<file path="config.mk">
export PLATFORM = sky130hd
export DESIGN_NAME = search_responder
export DESIGN_NICKNAME = d
export VERILOG_FILES = /design/src/rtl/search_pkg.sv /design/src/rtl/search_ctrl.sv /design/src/rtl/search_dp.sv /design/src/rtl/search_responder.sv
export SDC_FILE = /design/constraint.sdc
export NUM_CORES = 1
export LEC_CHECK = 0
export BUFFER_PORTS_ARGS = -buffer_cell sky130_fd_sc_hd__buf_4
export CAP_MARGIN = 20
export CORE_MARGIN = 10
export CORE_UTILIZATION = 30
export CTS_BUF_LIST = sky130_fd_sc_hd__clkbuf_8
export DETAILED_ROUTE_END_ITERATION = 7
export PLACE_DENSITY = 0.69
export SLEW_MARGIN = 20
export SYNTH_ARGS = -nofsm -noshare
export SYNTH_HDL_FRONTEND = slang
export SYNTH_SLANG_ARGS = --single-unit
</file>
<file path="constraint.sdc">
create_clock -name clk -period 4.6 [get_ports clk]
set_input_delay 0.23 -clock clk [delete_from_list [all_inputs] [get_ports clk]]
set_output_delay 0.23 -clock clk [all_outputs]
set_load 0.05 [all_outputs]
</file>
<file path="src/rtl/search_pkg.sv">
package search_pkg;
  typedef enum logic [1:0] {
    SLOT_TRUE  = 2'd0,
    SLOT_COMP  = 2'd1,
    SLOT_WRITE = 2'd2,
    SLOT_NONE  = 2'd3
  } slotKindT;

  typedef enum logic [1:0] {
    PH_TRUE = 2'd0,
    PH_COMP = 2'd1,
    PH_RECV = 2'd2
  } phaseT;

  typedef struct packed {
    logic sendTrue;
    logic sendComp;
    logic clearIdx;
    logic stepIdx;
  } strobeT;
endpackage

</file>
<file path="src/rtl/search_ctrl.sv">
module search_ctrl
  import search_pkg::*;
(
  input  logic       clk,
  input  logic       rstN,
  input  logic       start,
  input  logic       slotValid,
  input  logic [1:0] slotKind,
  input  logic       writeBit,
  input  logic       curBit,
  input  logic       lastBit,
  output logic       active,
  output logic       selected,
  output strobeT     strobe
);
  phaseT phase;
  logic engaged, wrSlot, mismatch;

  assign engaged  = slotValid && active && !selected && !start;
  assign wrSlot   = engaged && (phase == PH_RECV) && (slotKind == SLOT_WRITE);
  assign mismatch = writeBit != curBit;

  always_comb begin
    strobe          = '0;
    strobe.clearIdx = start;
    if (engaged) begin
      strobe.sendTrue = (phase == PH_TRUE) && (slotKind == SLOT_TRUE);
      strobe.sendComp = (phase == PH_COMP) && (slotKind == SLOT_COMP);
    end
    strobe.stepIdx = wrSlot && !mismatch && !lastBit;
  end

  always_ff @(posedge clk or negedge rstN) begin
    if (!rstN) begin
      phase    <= PH_TRUE;
      active   <= 1'b1;
      selected <= 1'b0;
    end else if (start) begin
      phase    <= PH_TRUE;
      active   <= 1'b1;
      selected <= 1'b0;
    end else if (engaged) begin
      unique case (phase)
        PH_TRUE: if (slotKind == SLOT_TRUE) phase <= PH_COMP;
        PH_COMP: if (slotKind == SLOT_COMP) phase <= PH_RECV;
        default: if (slotKind == SLOT_WRITE) begin
          phase <= PH_TRUE;
          if (mismatch)     active   <= 1'b0;
          else if (lastBit) selected <= 1'b1;
        end
      endcase
    end
  end

  p_drop_r5: assert property (@(posedge clk) disable iff (!rstN)
    (wrSlot && mismatch) |=> !active);
  p_sticky_r5: assert property (@(posedge clk) disable iff (!rstN)
    (!active && !start) |=> !active);
  p_select_hold_r8: assert property (@(posedge clk) disable iff (!rstN)
    (selected && !start) |=> (selected && active));
  p_one_send_r7: assert property (@(posedge clk) disable iff (!rstN)
    !(strobe.sendTrue && strobe.sendComp));
endmodule

</file>
<file path="src/rtl/search_dp.sv">
module search_dp
  import search_pkg::*;
#(
  parameter int ID_BITS = 64,
  parameter int IDX_W   = $clog2(ID_BITS)
) (
  input  logic               clk,
  input  logic               rstN,
  input  strobeT             strobe,
  input  logic [ID_BITS-1:0] idValue,
  output logic               curBit,
  output logic               lastBit,
  output logic               driveLow,
  output logic [IDX_W-1:0]   bitIndex
);
  localparam logic [IDX_W-1:0] LAST_IDX = IDX_W'(ID_BITS - 1);

  assign curBit   = idValue[bitIndex];
  assign lastBit  = bitIndex == LAST_IDX;
  assign driveLow = (strobe.sendTrue && !curBit) || (strobe.sendComp && curBit);

  always_ff @(posedge clk or negedge rstN) begin
    if (!rstN)               bitIndex <= '0;
    else if (strobe.clearIdx) bitIndex <= '0;
    else if (strobe.stepIdx)  bitIndex <= bitIndex + 1'b1;
  end

  p_index_hold_r7: assert property (@(posedge clk) disable iff (!rstN)
    (!strobe.clearIdx && !strobe.stepIdx) |=> $stable(bitIndex));
endmodule

</file>
<file path="src/rtl/search_responder.sv">
module search_responder
  import search_pkg::*;
#(
  parameter int ID_BITS = 64,
  parameter int IDX_W   = $clog2(ID_BITS)
) (
  input  logic               clk,
  input  logic               rstN,
  input  logic               start,
  input  logic               slotValid,
  input  logic [1:0]         slotKind,
  input  logic               writeBit,
  input  logic [ID_BITS-1:0] idValue,
  output logic               driveLow,
  output logic               active,
  output logic [IDX_W-1:0]   bitIndex,
  output logic               selected
);
  strobeT strobe;
  logic   curBit, lastBit;

  search_ctrl u_ctrl (
    .clk(clk), .rstN(rstN), .start(start), .slotValid(slotValid),
    .slotKind(slotKind), .writeBit(writeBit), .curBit(curBit),
    .lastBit(lastBit), .active(active), .selected(selected), .strobe(strobe)
  );

  search_dp #(.ID_BITS(ID_BITS), .IDX_W(IDX_W)) u_dp (
    .clk(clk), .rstN(rstN), .strobe(strobe), .idValue(idValue),
    .curBit(curBit), .lastBit(lastBit), .driveLow(driveLow), .bitIndex(bitIndex)
  );

  p_quiet_r6: assert property (@(posedge clk) disable iff (!rstN)
    !active |-> !driveLow);
  p_quiet_sel_r8: assert property (@(posedge clk) disable iff (!rstN)
    selected |-> !driveLow);
  p_restart_r1: assert property (@(posedge clk) disable iff (!rstN)
    start |=> (active && !selected && bitIndex == '0));
  p_step_r4: assert property (@(posedge clk) disable iff (!rstN)
    (active && !selected && !start && slotValid && slotKind == SLOT_WRITE &&
     writeBit == idValue[bitIndex] && bitIndex != IDX_W'(ID_BITS - 1) &&
     !driveLow && $past(slotValid && slotKind == SLOT_COMP))
    |=> bitIndex == $past(bitIndex) + 1'b1);
endmodule

</file>
======== Yosys cells after proc, flatten, opt, wreduce, memory -nomap -nowiden ========
Cells that the tools add are included.
W data, S select, Z words.
word-level totals
  register bits ........................... 10
  bits of input ports ..................... 71
  output and inout port bits .............. 9
  word-level logic and storage cells ...... 67
cells by class
  $add $sub $neg .......................... 1
  magnitude comparators ................... 1
  equality and inequality tests ........... 10
  multiplexer cells ....................... 22
  reductions and logical operators ........ 29
operator list
  cell                   number
  $mux W1                12
  $mux W2                6
  $mux W6                2
  $logic_and A1 B1 Y1    11
  $reduce_bool A2 Y1     5
  $reduce_and A4 Y1      2
  $lt A6 B7 Y1 const B   1
  $add A6 B1 Y6 const B  1
  $bmux W1 S6            1
  $eq A6 B6 Y1 const B   1
  $ne A3 B3 Y1 const B   2
  $logic_not A1 Y1       5
  $reduce_and A5 Y1      1
  $eq A2 B1 Y1 const B   2
  $eq A2 B2 Y1 const B   2
  $logic_not A2 Y1       2
  $pmux W2 S2            1
  $reduce_bool A4 Y1     1
  $ne A2 B1 Y1 const B   1
  $ne A2 B2 Y1 const B   1
  $reduce_or A2 Y1       1
  $logic_or A1 B1 Y1     1
  $ne A1 B1 Y1           1

======== Logic depth before layout (Yosys ltp) ========
  word-level depth ........................ 9
  mapped depth ............................ 9
  gate-level depth less buffers ........... 7

======== Cells and area by module ========
From an unflattened synthesis, not the netlist that was laid out.
second synthesis, totals
  cell total of the unflattened synthesis .. 109
  area, all modules ....................... 1184.9 um^2
by module, submodules not included
  module       times used  cells an instance  area each (um^2)  seq. area each (um^2)
  search_dp    1           83                 923.4             150.1
  search_ctrl  1           26                 261.5             101.3

======== Least setup slack after synthesis ========
No wires, ideal clock.
  kind .................................... reg-to-output
  start ................................... register u_dp.bitIndex[0]
  end ..................................... output port driveLow
  data arrival time ....................... 3720 ps
  required time ........................... 4370 ps
  path slack .............................. 650 ps
  stages on the path, launching flop included .. 9
  path buffers ............................ 1
  cell sequence ........................... dfrtp_1 -> buf_6 -> mux4_2 -> a22oi_1 -> o21ai_1 -> o31a_1 -> nand2_1 -> nor2_1 -> nor4b_1
on the way
  longest elaborated chain between the ends .. 5
  elaborated cells on any way between the ends .. 6
  those cells by class .................... 2 x mux; 4 x reduce/logical
ends and longest elaborated chain
  item                               RTL line                RTL
  start: declaration                 search_dp.sv:14         output logic [IDX_W-1:0] bitIndex
  start signal: assignment           search_dp.sv:25         else if (strobe.stepIdx) bitIndex <= bitIndex + 1'b1;
  $bmux W1 S6 (*)                    search_dp.sv:18         assign curBit = idValue[bitIndex];
  $mux W1 (not written as such) (*)  search_dp.sv:18
  $logic_not A1 Y1                   search_dp.sv:20         assign driveLow = (strobe.sendTrue && !curBit) || (strobe.sendComp && curBit);
  $logic_and A1 B1 Y1                search_dp.sv:20
  $logic_or A1 B1 Y1 (*)             search_dp.sv:20
  end: declaration                   search_responder.sv:14  output logic driveLow,
Every way passes the cells marked *; elsewhere a longest branch is shown, timed or not. The select of a mux whose other input is x is not followed.

======== Worst setup path in the final report ========
Ends and elaborated chain as after synthesis.

==> impl_metrics.py <==
metrics = {
    "global_routing": {
        "grt_max_degree": 27,
        "antenna_found_initial": 0,
        "globalRoute.totalOverflow": 0,
        "overall_fraction_of_global_route_tracks_in_use_pct": 11.46,
        "grt_first_pass_wirelength_um": 6989,
        "via_count_of_the_first_global_routing_pass": 1465,
    },
    "worst_setup_path": {
        "required_ns": 4.37,
        "crit_family": "buffers and inverters",
        "cp_cell_sequence": "buf_4 > mux4_2 > a221oi_1 > o21ai_1 > o31a_1 > nand2_1 > nor2_1 > nor4b_1 > buf_4",
        "worst-endpoint-arrival_ns": 2.99,
        "worst_path_slowest_cell": "sky130_fd_sc_hd__mux4_2",
        "timing.critical_path.from_type": "register",
        "timing.critical_path.fanout_max": 26,
        "critPathCaptureType": "output pin",
        "worst_path_most_repeated_cell": "sky130_fd_sc_hd__buf_4",
        "crit_buf_inv": 2,
        "crit_path_max_incr_delay_ns": 0.56,
        "crit_type": "reg -> out",
    },
    "sta": {
        "setup_viol": 0,
        "layout_setup_ws_ns": 1.377,
        "totalNegativeSetupSlack_ns": 0,
        "worst-slew-pin-transition_ns": 0.7326,
        "fin_crit_ns": 3.223,
        "setup_repair_after_global_routing_missed_its_margin": "false",
        "fmax_ghz": 0.3102,
        "min_period_over_period_pct": 70.07,
        "report.final.slew_viol_count": 0,
        "slew_headroom_pct": 51.16,
        "skew_ns": 0.005228,
        "finalHoldViolCount": 0,
    },
    "synthesis": {
        "xor_and_xnor_area_share_after_synthesis_pct": 0,
        "synth_top_family_by_area": "multiplexers",
        "number_of_synthesized_flops_with_an_enable_pin": 0,
        "synth-warning-count": 0,
        "synth_area_um2": 1282,
        "synth_sequential_area_ratio_pct": 19.61,
        "portion_of_netlist_area_occupied_by_mux_cells_pct": 36.20,
        "ys_top_cells_by_area": "sky130_fd_sc_hd__dfrtp_1 18%, sky130_fd_sc_hd__mux2i_1 17%, sky130_fd_sc_hd__mux4_2 12%",
        "mapped_cells": 147,
        "syn-num-nets": 219,
        "postSynthRegisterBits": 10,
        "yosysTopAreaCell": "sky130_fd_sc_hd__dfrtp_1",
        "synthDominantCellAreaShare_pct": 17.56,
        "avgSynthCellArea_um2": 8.724,
        "synth_compound_area_share_pct": 11.12,
        "dominantRegCellSynth": "sky130_fd_sc_hd__dfrtp_1",
        "simple_gate_fraction_of_synth_area_pct": 26.83,
        "synth_fa_ha_area_share_pct": 0.9756,
        "post_synth_num_cell_types": 41,
        "async_reset_ff_share_pct": 100.0,
    },
    "route": {
        "detail_route.first_pass.iterations": 4,
        "drc_errors": 0,
        "antenna_left": 0,
        "detailroute.via_count": 1411,
        "wire_per_inst_um": 16.41,
        "first_iter_violations": 58,
        "wl_um": 4447,
        "routed_via_density": 5.207,
    },
    "die": {
        "fp.dieArea_um2": 7290,
        "die_x_um": 85.38,
        "dieHeight_um": 85.38,
        "fp-row-count": 23,
        "design.core.area_um2": 4058,
        "start_util_pct": 31.61,
        "pin_count": 80,
    },
    "clock_network": {
        "cts-buffers-inserted": 3,
        "cts-htree-levels": 1,
        "cts.path.max_buffers": 2,
        "root_buffer": "sky130_fd_sc_hd__clkbuf_8",
        "tritoncts": "built",
        "worstSkewPairLatency_ns": 0.25,
        "numClockSinks": 10,
        "clk_pin_slew_worst_paths_ns": 0.05,
        "cts.repair_timing.setup_buffer_count": 0,
    },
    "finish": {
        "design.final.nets": 294,
        "most-common-layout-cells": "80 x sky130_fd_sc_hd__buf_4, 22 x sky130_fd_sc_hd__mux2i_1, 17 x sky130_fd_sc_hd__nor2_1",
        "fill_cells": 390,
        "final_layout_size_suffix_gt1_share_pct": 44.34,
        "mostFrequentLayoutCell": "sky130_fd_sc_hd__buf_4",
        "antenna_cells_inserted": 0,
        "area_growth_syn_to_layout_pct": 52.39,
        "fin_util_pct": 48.17,
    },
    "run_status": {
        "outcome": "complete, no violations",
    },
    "placed_design": {
        "dp_hpwl_um": 3648,
        "dp_worst_setup_slack_ns": 1.612,
        "place_congestion": 0.7976,
        "io_buffers": 79,
    },
    "power": {
        "powerDensity_nw_per_um2": 144.8,
        "vdd_ir_drop_max_uv": 82.41,
        "power_leakage_nw": 0.8475,
        "report.power.total_mw": 0.2829,
    },
    "min_path": {
        "hp-class": "in -> reg",
    },
    "flow_run": {
        "max_cap_violations": 0,
    },
}
-- layer usage --
metal | share of wire [%] | global-route usage [%] | vias to the layer above
met3 | 6.8 | 3.442 | 9
met1 | 41 | 12.88 | 647
met5 | 0 | 0 | -
li1 | - | - | 703
met2 | 50 | 19.96 | 52
met4 | 2.2 | 3.892 | 0
-- path summary, 6_finish.rpt --
check | to | cells after the start | slack [ns] | start
min in group asynchronous | u_dp.bitIndex[0]$_DFFE_PN0P_ | 2 | 0.34 | rstN
hold reg to reg | u_ctrl.active$_DFFE_PN1P_ | 2 | 0.51 | u_ctrl.active$_DFFE_PN1P_
setup / recovery | driveLow | 9 | 1.38 | u_dp.bitIndex[0]$_DFFE_PN0P_
hold / removal | u_ctrl.phase[1]$_DFFE_PN0P_ | 3 | 0.27 | slotKind[1]
max in group asynchronous | u_ctrl.active$_DFFE_PN1P_ | 2 | 4.03 | rstN
setup reg to reg | u_dp.bitIndex[2]$_DFFE_PN0P_ | 8 | 1.68 | u_dp.bitIndex[0]$_DFFE_PN0P_
-- power by group --
part           total, mW  leakage (nW)  switching, mW  internal, mW
combinational     0.0781         0.683         0.0257        0.0525
sequential        0.0900         0.136        0.00100        0.0890
clock              0.115        0.0288         0.0391        0.0756
-- per-stage QoR --
stage | cell area, um2 | std cells | hold WS [ns]
4_1_cts | 1954 | 271 | 0.2675
3_3_place_gp | 1889 | 266 | 0.07169
5_1_grt | 1954 | 271 | 0.2981
6_report | 1954 | 271 | 0.2714
3_5_place_dp | 1889 | 266 | 0.06952
2_1_floorplan | 1282 | 147 | -0.06559
-- layout make-up --
type / instances / area [um2] / area share, %
multi-input combinational: 123 / 963.4 / 49.30
timing repair buffer: 81 / 610.6 / 31.24
sequential: 10 / 251.5 / 12.87
tap: 50 / 62.56 / 3.201
clock buffer: 4 / 55.05 / 2.817
inverter: 3 / 11.26 / 0.5762
-- timing repair --
action                    CTS  global route
hold buffers                1             0
hold endpoints to repair    9             0
resized for setup           0             0
-- cell usage after synthesis (4+ instances only) --
library cell / count
sky130_fd_sc_hd__nor2_1: 17
sky130_fd_sc_hd__clkbuf_1: 4
sky130_fd_sc_hd__nand2b_1: 4
sky130_fd_sc_hd__nand3_1: 10
sky130_fd_sc_hd__a22oi_1: 5
sky130_fd_sc_hd__nand2_1: 7
sky130_fd_sc_hd__dfrtp_1: 9
sky130_fd_sc_hd__nor2b_1: 7
sky130_fd_sc_hd__mux4_2: 7
sky130_fd_sc_hd__a21oi_1: 6
sky130_fd_sc_hd__mux2i_1: 22
sky130_fd_sc_hd__mux2_2: 4
-- state kept, by name, indices dropped and copies added (netlist names) --
name / count
u_ctrl.active: 1
u_ctrl.phase: 2
u_ctrl.selected: 1
u_dp.bitIndex: 6
-- kinds of logic (layout without fill, tap and decap cells) --
logic type,Yosys count,after routing
simple gates,65,65
mux,35,35
compound gates,22,22
buf+inv,14,88
flops,10,10
fa+ha+maj,1,1
-- worst reg2reg max path, cell delays in order (launching register included) --
cell and delay, ns:
sky130_fd_sc_hd__dfrtp_1 0.50, sky130_fd_sc_hd__buf_4 0.42, sky130_fd_sc_hd__mux4_2 0.56, sky130_fd_sc_hd__a221oi_1 0.29, sky130_fd_sc_hd__o21ai_1 0.10, sky130_fd_sc_hd__o31a_1 0.16, sky130_fd_sc_hd__nand3_2 0.10, sky130_fd_sc_hd__or3b_1 0.37
sky130_fd_sc_hd__mux2_4 0.30
Power figures use the tool's default switching activity.
